<file path="src/rtl/srpd_pkg.sv">
package srpd_pkg;

  localparam int unsigned DEG_FULL = 360;
  localparam int unsigned DEG_W    = 9;

  // Width of a counter that must reach `limit` inclusive.
  function automatic int unsigned span_bits(input int unsigned limit);
    return (limit < 2) ? 1 : $clog2(limit + 1);
  endfunction

  typedef enum logic [1:0] {
    LATCH_HOLD  = 2'b00,
    LATCH_SET   = 2'b01,
    LATCH_CLEAR = 2'b10,
    LATCH_BOTH  = 2'b11
  } latch_cmd_e;

endpackage

</file>
<file path="src/rtl/srpd_edge_sync.sv">
module srpd_edge_sync #(
  parameter int unsigned STAGES = 2
) (
  input  logic clk,
  input  logic rst,
  input  logic async_i,
  output logic rise_o
);

  logic [STAGES-1:0] chain_q;
  logic              last_q;

  generate
    for (genvar s = 0; s < STAGES; s++) begin : g_stage
      if (s == 0) begin : g_first
        always_ff @(posedge clk) begin
          if (rst) chain_q[0] <= 1'b0;
          else     chain_q[0] <= async_i;
        end
      end else begin : g_next
        always_ff @(posedge clk) begin
          if (rst) chain_q[s] <= 1'b0;
          else     chain_q[s] <= chain_q[s-1];
        end
      end
    end
  endgenerate

  always_ff @(posedge clk) begin
    if (rst) last_q <= 1'b0;
    else     last_q <= chain_q[STAGES-1];
  end

  assign rise_o = chain_q[STAGES-1] & ~last_q;

  AST_RISE_SINGLE: assert property (@(posedge clk) disable iff (rst)
    rise_o |=> !rise_o) else $error("rise lasted more than one cycle");

endmodule

</file>
<file path="src/rtl/srpd_latch.sv">
module srpd_latch
  import srpd_pkg::*;
(
  input  logic clk,
  input  logic rst,
  input  logic set_i,
  input  logic clr_i,
  output logic q_o
);

  latch_cmd_e cmd;
  logic       q_d;

  assign cmd = latch_cmd_e'({clr_i, set_i});

  always_comb begin
    unique case (cmd)
      LATCH_SET:   q_d = 1'b1;
      LATCH_CLEAR: q_d = 1'b0;
      LATCH_BOTH:  q_d = 1'b0;  // clear dominates
      default:     q_d = q_o;
    endcase
  end

  always_ff @(posedge clk) begin
    if (rst) q_o <= 1'b0;
    else     q_o <= q_d;
  end

  AST_SET_RAISES: assert property (@(posedge clk) disable iff (rst)
    (set_i && !clr_i) |=> q_o) else $error("set did not raise latch");
  AST_CLR_LOWERS: assert property (@(posedge clk) disable iff (rst)
    clr_i |=> !q_o) else $error("clear did not lower latch");
  AST_IDLE_HOLDS: assert property (@(posedge clk) disable iff (rst)
    (!set_i && !clr_i) |=> $stable(q_o)) else $error("latch moved without edge");

endmodule

</file>
<file path="src/rtl/srpd_window.sv">
module srpd_window #(
  parameter int unsigned RATIO = 1000
) (
  input  logic clk,
  input  logic rst,
  output logic tick_o
);

  localparam int unsigned TW   = (RATIO < 2) ? 1 : $clog2(RATIO);
  localparam logic [TW-1:0] LAST = TW'(RATIO - 1);

  logic [TW-1:0] pos_q;

  assign tick_o = (pos_q == LAST);

  always_ff @(posedge clk) begin
    if (rst)         pos_q <= '0;
    else if (tick_o) pos_q <= '0;
    else             pos_q <= pos_q + 1'b1;
  end

  AST_TIMER_RANGE: assert property (@(posedge clk) disable iff (rst)
    pos_q <= LAST) else $error("window timer out of range");
  AST_TICK_SPACED: assert property (@(posedge clk) disable iff (rst)
    (tick_o && RATIO > 1) |=> !tick_o) else $error("tick repeated");

endmodule

</file>
<file path="src/rtl/srpd_hold.sv">
module srpd_hold
  import srpd_pkg::*;
#(
  parameter int unsigned RATIO = 1000,
  localparam int unsigned CW   = span_bits(RATIO)
) (
  input  logic             clk,
  input  logic             rst,
  input  logic             high_i,
  input  logic             tick_i,
  output logic [CW-1:0]    phase_o,
  output logic [DEG_W-1:0] deg_o,
  output logic             valid_o
);

  localparam int unsigned PW = CW + DEG_W;

  logic [CW-1:0]    acc_q;
  logic [CW-1:0]    acc_sum;
  logic [PW-1:0]    scaled;
  logic [DEG_W-1:0] deg_d;

  assign acc_sum = acc_q + CW'(high_i);
  assign scaled  = PW'(acc_sum) * PW'(DEG_FULL);
  assign deg_d   = DEG_W'(scaled / PW'(RATIO));

  always_ff @(posedge clk) begin
    if (rst) begin
      acc_q   <= '0;
      phase_o <= '0;
      deg_o   <= '0;
      valid_o <= 1'b0;
    end else begin
      valid_o <= tick_i;
      if (tick_i) begin
        acc_q   <= '0;
        phase_o <= acc_sum;
        deg_o   <= deg_d;
      end else begin
        acc_q   <= acc_sum;
      end
    end
  end

  AST_NO_OVERFLOW: assert property (@(posedge clk) disable iff (rst)
    acc_q <= CW'(RATIO - 1)) else $error("accumulator past bound");
  AST_HOLD_STABLE: assert property (@(posedge clk) disable iff (rst)
    !tick_i |=> ($stable(phase_o) && $stable(deg_o))) else $error("held word moved");
  AST_VALID_PULSE: assert property (@(posedge clk) disable iff (rst)
    (valid_o && RATIO > 1) |=> !valid_o) else $error("valid not a pulse");
  AST_DEG_RANGE: assert property (@(posedge clk) disable iff (rst)
    deg_o <= DEG_W'(DEG_FULL)) else $error("degrees out of range");

endmodule

</file>
<file path="src/rtl/srpd_sampler_top.sv">
module srpd_sampler_top
  import srpd_pkg::*;
#(
  parameter int unsigned RATIO       = 1000,
  parameter int unsigned SYNC_STAGES = 2,
  localparam int unsigned CW         = span_bits(RATIO)
) (
  input  logic             clk_fast,
  input  logic             rst,
  input  logic             ref_edge_i,
  input  logic             cmp_edge_i,
  output logic [CW-1:0]    phase_o,
  output logic [DEG_W-1:0] phase_deg_o,
  output logic             sample_valid_o
);

  logic ref_rise;
  logic cmp_rise;
  logic latch_q;
  logic tick;

  srpd_edge_sync #(.STAGES(SYNC_STAGES)) u_ref_sync (
    .clk(clk_fast), .rst(rst), .async_i(ref_edge_i), .rise_o(ref_rise)
  );

  srpd_edge_sync #(.STAGES(SYNC_STAGES)) u_cmp_sync (
    .clk(clk_fast), .rst(rst), .async_i(cmp_edge_i), .rise_o(cmp_rise)
  );

  srpd_latch u_latch (
    .clk(clk_fast), .rst(rst), .set_i(ref_rise), .clr_i(cmp_rise), .q_o(latch_q)
  );

  srpd_window #(.RATIO(RATIO)) u_window (
    .clk(clk_fast), .rst(rst), .tick_o(tick)
  );

  srpd_hold #(.RATIO(RATIO)) u_hold (
    .clk(clk_fast), .rst(rst), .high_i(latch_q), .tick_i(tick),
    .phase_o(phase_o), .deg_o(phase_deg_o), .valid_o(sample_valid_o)
  );

  AST_RESET_QUIET: assert property (@(posedge clk_fast)
    $past(rst) |-> (!sample_valid_o && phase_o == '0)) else $error("outputs not cleared");

endmodule

</file>
<file path="config.mk">
export PLATFORM = sky130hd
export DESIGN_NAME = srpd_sampler_top
export DESIGN_NICKNAME = d
export VERILOG_FILES = /design/src/rtl/srpd_pkg.sv /design/src/rtl/srpd_edge_sync.sv /design/src/rtl/srpd_latch.sv /design/src/rtl/srpd_window.sv /design/src/rtl/srpd_hold.sv /design/src/rtl/srpd_sampler_top.sv
export SDC_FILE = /design/constraint.sdc
export NUM_CORES = 1
export LEC_CHECK = 0
export BUFFER_PORTS_ARGS = -buffer_cell sky130_fd_sc_hd__buf_2
export CORE_ASPECT_RATIO = 0.8
export CORE_UTILIZATION = 45
export CTS_BUF_LIST = sky130_fd_sc_hd__clkbuf_4
export DETAILED_ROUTE_END_ITERATION = 10
export PLACE_DENSITY = 0.57
export SKIP_CTS_REPAIR_TIMING = 1
export SYNTH_ARGS = -nofsm -noshare
export SYNTH_HDL_FRONTEND = slang
export SYNTH_SLANG_ARGS = --single-unit
</file>
<file path="constraint.sdc">
create_clock -name clk_fast -period 22.8 [get_ports clk_fast]
set_input_delay 4.56 -clock clk_fast [delete_from_list [all_inputs] [get_ports clk_fast]]
set_output_delay 4.56 -clock clk_fast [all_outputs]
set_load 0.01 [all_outputs]
</file>
### Yosys cells after proc, flatten, opt, wreduce, memory -nomap -nowiden

Cells that the tools add are included.

* register bits after elaboration: 47
* input bits: 4
* word-level logic and storage cells: 28
* output and inout bits: 20

* reductions and logical operators: 3
* add/subtract/negate cells: 2
* div/mod/pow operators: 1
* $mul: 1
* muxes and demuxes: 1
* bitwise logic cells: 4
* equal/unequal tests: 4

Operator list (number)
* $div 19x10->19 const B: 1
* $mul 10x6->16 const B: 1
* $add 10x1->10: 1
* $add 10x1->10 const B: 1
* $eq 10x10->1 const B: 1
* $eq 2x2->1 const B: 2
* $reduce_or 2->1: 2
* $and 1x1->1: 2
* $eq 2x1->1 const B: 1
* $not 1->1: 2
* $pmux 1 s2: 1
* $reduce_bool 2->1: 1

### Depth between registers and ports, before layout

* depth in word-level cells: 5
* mapped depth: 42
* mapped depth without buffers: 36

### Cells and area by module

Synthesis repeated with hierarchy kept, for this count alone.

* cell total of the unflattened synthesis: 700
* area total of the unflattened synthesis: 5490.3 um2

By module, submodules not included
* srpd_hold: cells each 627, area an instance 4790.8 um2, sequential area each 600.6 um2, times used 1
* srpd_window: cells each 56, area an instance 490.5 um2, sequential area each 200.2 um2, times used 1
* srpd_edge_sync: cells each 7, area an instance 87.6 um2, sequential area each 60.1 um2, times used 2
* srpd_latch: cells each 3, area an instance 33.8 um2, sequential area each 20.0 um2, times used 1

### Worst setup path before layout

No wires, ideal clock.

* path type: reg-to-reg
* start point: reg u_latch.q_o
* end point: reg u_hold.deg_o[0]
* library setup time: 0.084 ns
* cell stages (with the launch flop): 39
* path slack: 13.650 ns
* arrival: 9.065 ns
* buffers on the path: 3
* data required time: 22.716 ns
* period minus slack after synthesis: 9.150 ns
* cells stage by stage: dfxtp_1 > ha_1 > ha_1 > nand3_1 > xor2_1 > inv_1 > ha_1 > ha_1 > fa_1 > ha_1 > inv_1 > fa_1 > and2b_1 > o21ai_2 > a2111oi_2 > or3_1 > buf_4 > and4_4 > (+3 left out) > buf_6 > a31oi_4 > mux2_4 > o21ai_2 > mux2i_2 > o31ai_4 > a21oi_2 > and2_4 > nand3_2 > mux2_4 > o21a_1 > nor4_4 > a31oi_4 > maj3_2 > xor2_1 > nor2_1 > or4_1 > o31ai_2

* longest elaborated chain between the ends: 3

RTL lines
* start: declaration: RTL line srpd_latch.sv:8 `output logic q_o`
* start signal: assignment: RTL line srpd_latch.sv:27 `else q_o <= q_d;`
* $add 10x1->10: RTL line srpd_hold.sv:23 `assign acc_sum = acc_q + CW'(high_i);`
* named net u_hold.acc_sum[4]: RTL line srpd_hold.sv:19 `logic [CW-1:0] acc_sum;`
* $mul 10x6->16: RTL line srpd_hold.sv:24 `assign scaled = PW'(acc_sum) * PW'(DEG_FULL);`
* $div 19x10->19: RTL line srpd_hold.sv:25 `assign deg_d = DEG_W'(scaled / PW'(RATIO));`
* end signal: assignment: RTL line srpd_hold.sv:38 `deg_o <= deg_d;`
* end: declaration: RTL line srpd_hold.sv:12 `output logic [DEG_W-1:0] deg_o,`

The timed path passes the listed nets, and every way through them passes these cells.
A chain may end at the register's enable or synchronous reset.

### Worst setup path in the final report

Same ends and word-level chain as after synthesis.

==> results.yml <==
cells_and_area:
  syn2layout_area_growth_pct: 4.18
  n_fill_cell: 1282
  drive_above_1_share_pct: 14.8
  stdcell_count: 909
  final_nets: 787
  num_antenna_cells: 0
die:
  rows: 36
  io_pins: 24
  fp.dieH_um: 104
  dieWidth_um: 130
  initial_utilization_pct: 47.1
  coreArea_um2: 12400
  dieArea_um2: 13500
setup_path:
  cp_top_family: "compound AO/OA/AOI/OAI gates"
  regToRegSetupSlack_ns: 12.12
  cpMaxStageDelayCell: "a211oi_1"
  end_kind: "flip-flop"
  path_class: "reg -> reg"
  crit_path_frequent_cell: "ha_1"
  cp_max_fo: 16
  critical_path.max_stage_delay_ns: 0.70
  cp.arrival_ns: 10.93
  path_buf_inv: 3
  cp_data_required_time_ns: 23.05
  critPathLaunchType: "flip-flop"
clocking:
  worstSkewPairLatency_ns: 0.35
  cts_sinks: 47
  root_buffer: "clkbuf_4"
  cts_tree: "done"
  numCtsBuffers: 5
  htreeDepth: 2
  clkSlewWorstSetupHoldPaths_ns: 0.13
  clock_tree.buffer_depth: 2
synthesis:
  synth-seq-cells: 47
  synthCells: 734
  ys_seq_area_share_pct: 16.1
  yosysWarnings: 0
  synthFlopType: "dfxtp_1"
  synth_nets: 784
  synth.area.mux_share_pct: 3.33
  synth-edff-count: 0
  synth_xor_area_share_pct: 5.74
  yosysUniqueCellTypes: 108
  yosys.area_share.simple_pct: 23.8
  synth_area_um2: 5860
  avgSynthCellArea_um2: 7.98
  async_reset_ff_share_pct: 0
  synthAdderAreaFrac_pct: 11.5
  synth_top_family_by_area: "compound AO/OA/AOI/OAI gates"
  synth_compound_area_share_pct: 34.0
drt:
  viasPerCell: 6.20
  wl_mm: 15.4
  drt_pre_antenna_iters: 5
  ant_nets: 0
  detail_route.wl_per_cell_um: 17.0
  drt_iter0_drc: 477
  vias: 5640
  drc: 0
place:
  dp_hpwl_mm: 12.2
  placedCellCount: 901
  place.gp.congestion: 0.925
  io_buffers: 23
global_routing:
  grt_overflow: 0
  grt_pass1_vias: 5215
  grt_max_degree: 28
  antenna_found_initial: 0
  grt_pass1_wl_mm: 25.9
  track_usage_pct: 23.3
flow_run:
  drv_cap: 0
timing:
  report.final.slew_viol_count: 0
  skew_ns: 0.00788
  hold_violations: 0
  slew_headroom_pct: 34.3
  setup_viol: 0
  worst_pin_slew_ns: 0.979
  period_needed_ns: 10.68
  fin_tns_setup_ns: 0
  rsz0062_at_grt: "no"
  fmax_mhz: 93.7
  fin_crit_sh_pct: 46.8
power_and_ir_drop:
  p_int_w: 0.000104
  power_w: 0.000143
  switching_power_w: 0.0000387
  p_sw_share_pct: 27.0
  vdd_drop_max_v: 0.0000200
  p_per_area_nw_per_um2: 23.4
  leakagePower_nw: 2.50
  power_frac_seq_pct: 58.7
  power_frac_clock_pct: 26.8
  comb_power_share_pct: 14.5
run_status:
  outcome: "finished clean"
min_path:
  hp-class: "reg -> reg"
## worst register-to-register path, delay by kind of cell (launching register included)
family / cells / cell delay [ns]
and+or+nand+nor: 5 / 1.69
xor gates and xnor gates: 1 / 0.29
AOI/OAI and AO/OA: 18 / 4.99
adders and majority gates: 6 / 2.15
muxes: 2 / 0.88
buffers and inverters: 3 / 0.28
DFF: 1 / 0.33
## sequential cells by signal, summed over array words and instances, names as in the netlist, 2 cells and up
| register | flops |
|---|---|
| u_cmp_sync.chain_q | 2 |
| u_hold.acc_q | 10 |
| u_hold.deg_o | 9 |
| u_hold.phase_o | 10 |
| u_ref_sync.chain_q | 2 |
| u_window.pos_q | 10 |
## per-layer routing
metal  vias up  share of wire, %  track usage, %
met4         0              0.60            3.16
met5         -                 0               0
met2       197                43            34.4
met3        13               6.1            3.91
met1      2662                50            35.7
li1       2768                 -               -
## power groups by stage
stage	Sequential, W	Combinational (W)	Clock (W)
5_1_grt	0.0000841	0.0000230	0.0000437
2_1_floorplan	0.0000855	0.0000164	0
4_1_cts	0.0000839	0.0000205	0.0000402
3_3_place_gp	0.0000857	0.0000202	0
6_report	0.0000839	0.0000207	0.0000383
3_5_place_dp	0.0000857	0.0000205	0
## cells by family after synthesis
kind of cell,after synthesis
AOI/OAI and AO/OA,240
buffers and inverters,75
and+or+nand+nor,272
DFF,47
xor gates and xnor gates,35
muxes,17
adders and majority gates,48
## cells in the mapped netlist, types with 4 or more instances
master | number | area, um2
a211oi_1 | 24 | 180
or3_1 | 4 | 25.0
xnor2_1 | 15 | 131
o21a_1 | 10 | 75.1
nor2_1 | 85 | 319
buf_6 | 4 | 45.0
o211ai_1 | 12 | 90.1
nor4_1 | 5 | 31.3
nand2b_1 | 7 | 43.8
inv_1 | 45 | 169
and4_1 | 4 | 35.0
a21o_1 | 15 | 113
a21oi_2 | 6 | 52.6
nand4_1 | 8 | 50.1
a211o_1 | 4 | 35.0
mux2i_1 | 10 | 100
nor3_1 | 22 | 110
ha_1 | 36 | 450
o22ai_1 | 7 | 43.8
clkbuf_1 | 15 | 56.3
a31oi_1 | 11 | 68.8
dfxtp_1 | 47 | 941
o21ai_2 | 4 | 35.0
or2_1 | 4 | 25.0
xnor2_2 | 4 | 65.1
a21oi_1 | 26 | 130
nand2_1 | 40 | 150
o221ai_1 | 4 | 35.0
a31o_2 | 6 | 52.6
or2_2 | 7 | 43.8
nor2b_1 | 11 | 68.8
o31a_1 | 5 | 43.8
and3_1 | 12 | 75.1
o21ai_0 | 22 | 110
buf_2 | 7 | 35.0
xor2_1 | 16 | 140
nand3_1 | 27 | 135
and2_1 | 15 | 93.8
o32ai_1 | 4 | 35.0
o21ai_1 | 6 | 30.0
a311oi_1 | 8 | 70.1
fa_1 | 10 | 200
## path summary, 6_finish.rpt
check                                           start               endpoint  depth (start not counted)
worst min register to register  u_cmp_sync.chain_q[0]  u_cmp_sync.chain_q[1]                          1
worst min-delay path            u_cmp_sync.chain_q[0]  u_cmp_sync.chain_q[1]                          1
worst max-delay path                      u_latch.q_o        u_hold.deg_o[0]                         35
worst max register to register            u_latch.q_o        u_hold.deg_o[0]                         35
## per-stage QoR
stage                     utilization, %  hold slack [ns]  setup slack [ns]  cell area [um2]
after floorplan                        -            0.414             13.65             5860
after global placement              48.7            0.418             12.45             6050
after detailed placement            48.7            0.426             12.20             6050
after CTS                           49.1            0.457             12.19             6110
after global routing                49.1            0.473             11.29             6110
final                               49.1            0.455             12.12             6110
## cells in the final DEF, fill, tap and decap left out, drive strengths merged, types with 7 or more instances in the layout
cell type / Yosys / final
xnor2: 19 / 19
a211oi: 26 / 26
a21o: 15 / 15
nand3: 29 / 29
a311oi: 8 / 8
nor3: 22 / 22
nand2: 41 / 41
o21ai: 32 / 32
a31oi: 15 / 15
nor2b: 11 / 11
and2: 17 / 17
mux2i: 12 / 12
nor2: 87 / 87
a31o: 7 / 7
nand4: 8 / 8
nor4: 7 / 7
or2: 11 / 11
o22ai: 8 / 8
fa: 10 / 10
o211ai: 16 / 16
inv: 45 / 45
a21oi: 32 / 32
xor2: 16 / 16
nand2b: 7 / 7
o21a: 11 / 11
buf: 14 / 25
and3: 12 / 12
dfxtp: 47 / 47
ha: 36 / 36
## layout make-up
type / count / area [um2] / area share, %
multi-input combinational: 612 / 4590 / 75.2
inverter: 46 / 173 / 2.83
timing repair buffer: 25 / 130 / 2.13
sequential: 47 / 941 / 15.4
tap: 171 / 214 / 3.50
clock buffer: 6 / 45.0 / 0.738
clock inverter: 2 / 12.5 / 0.205
Power figures use the tool's default switching activity.
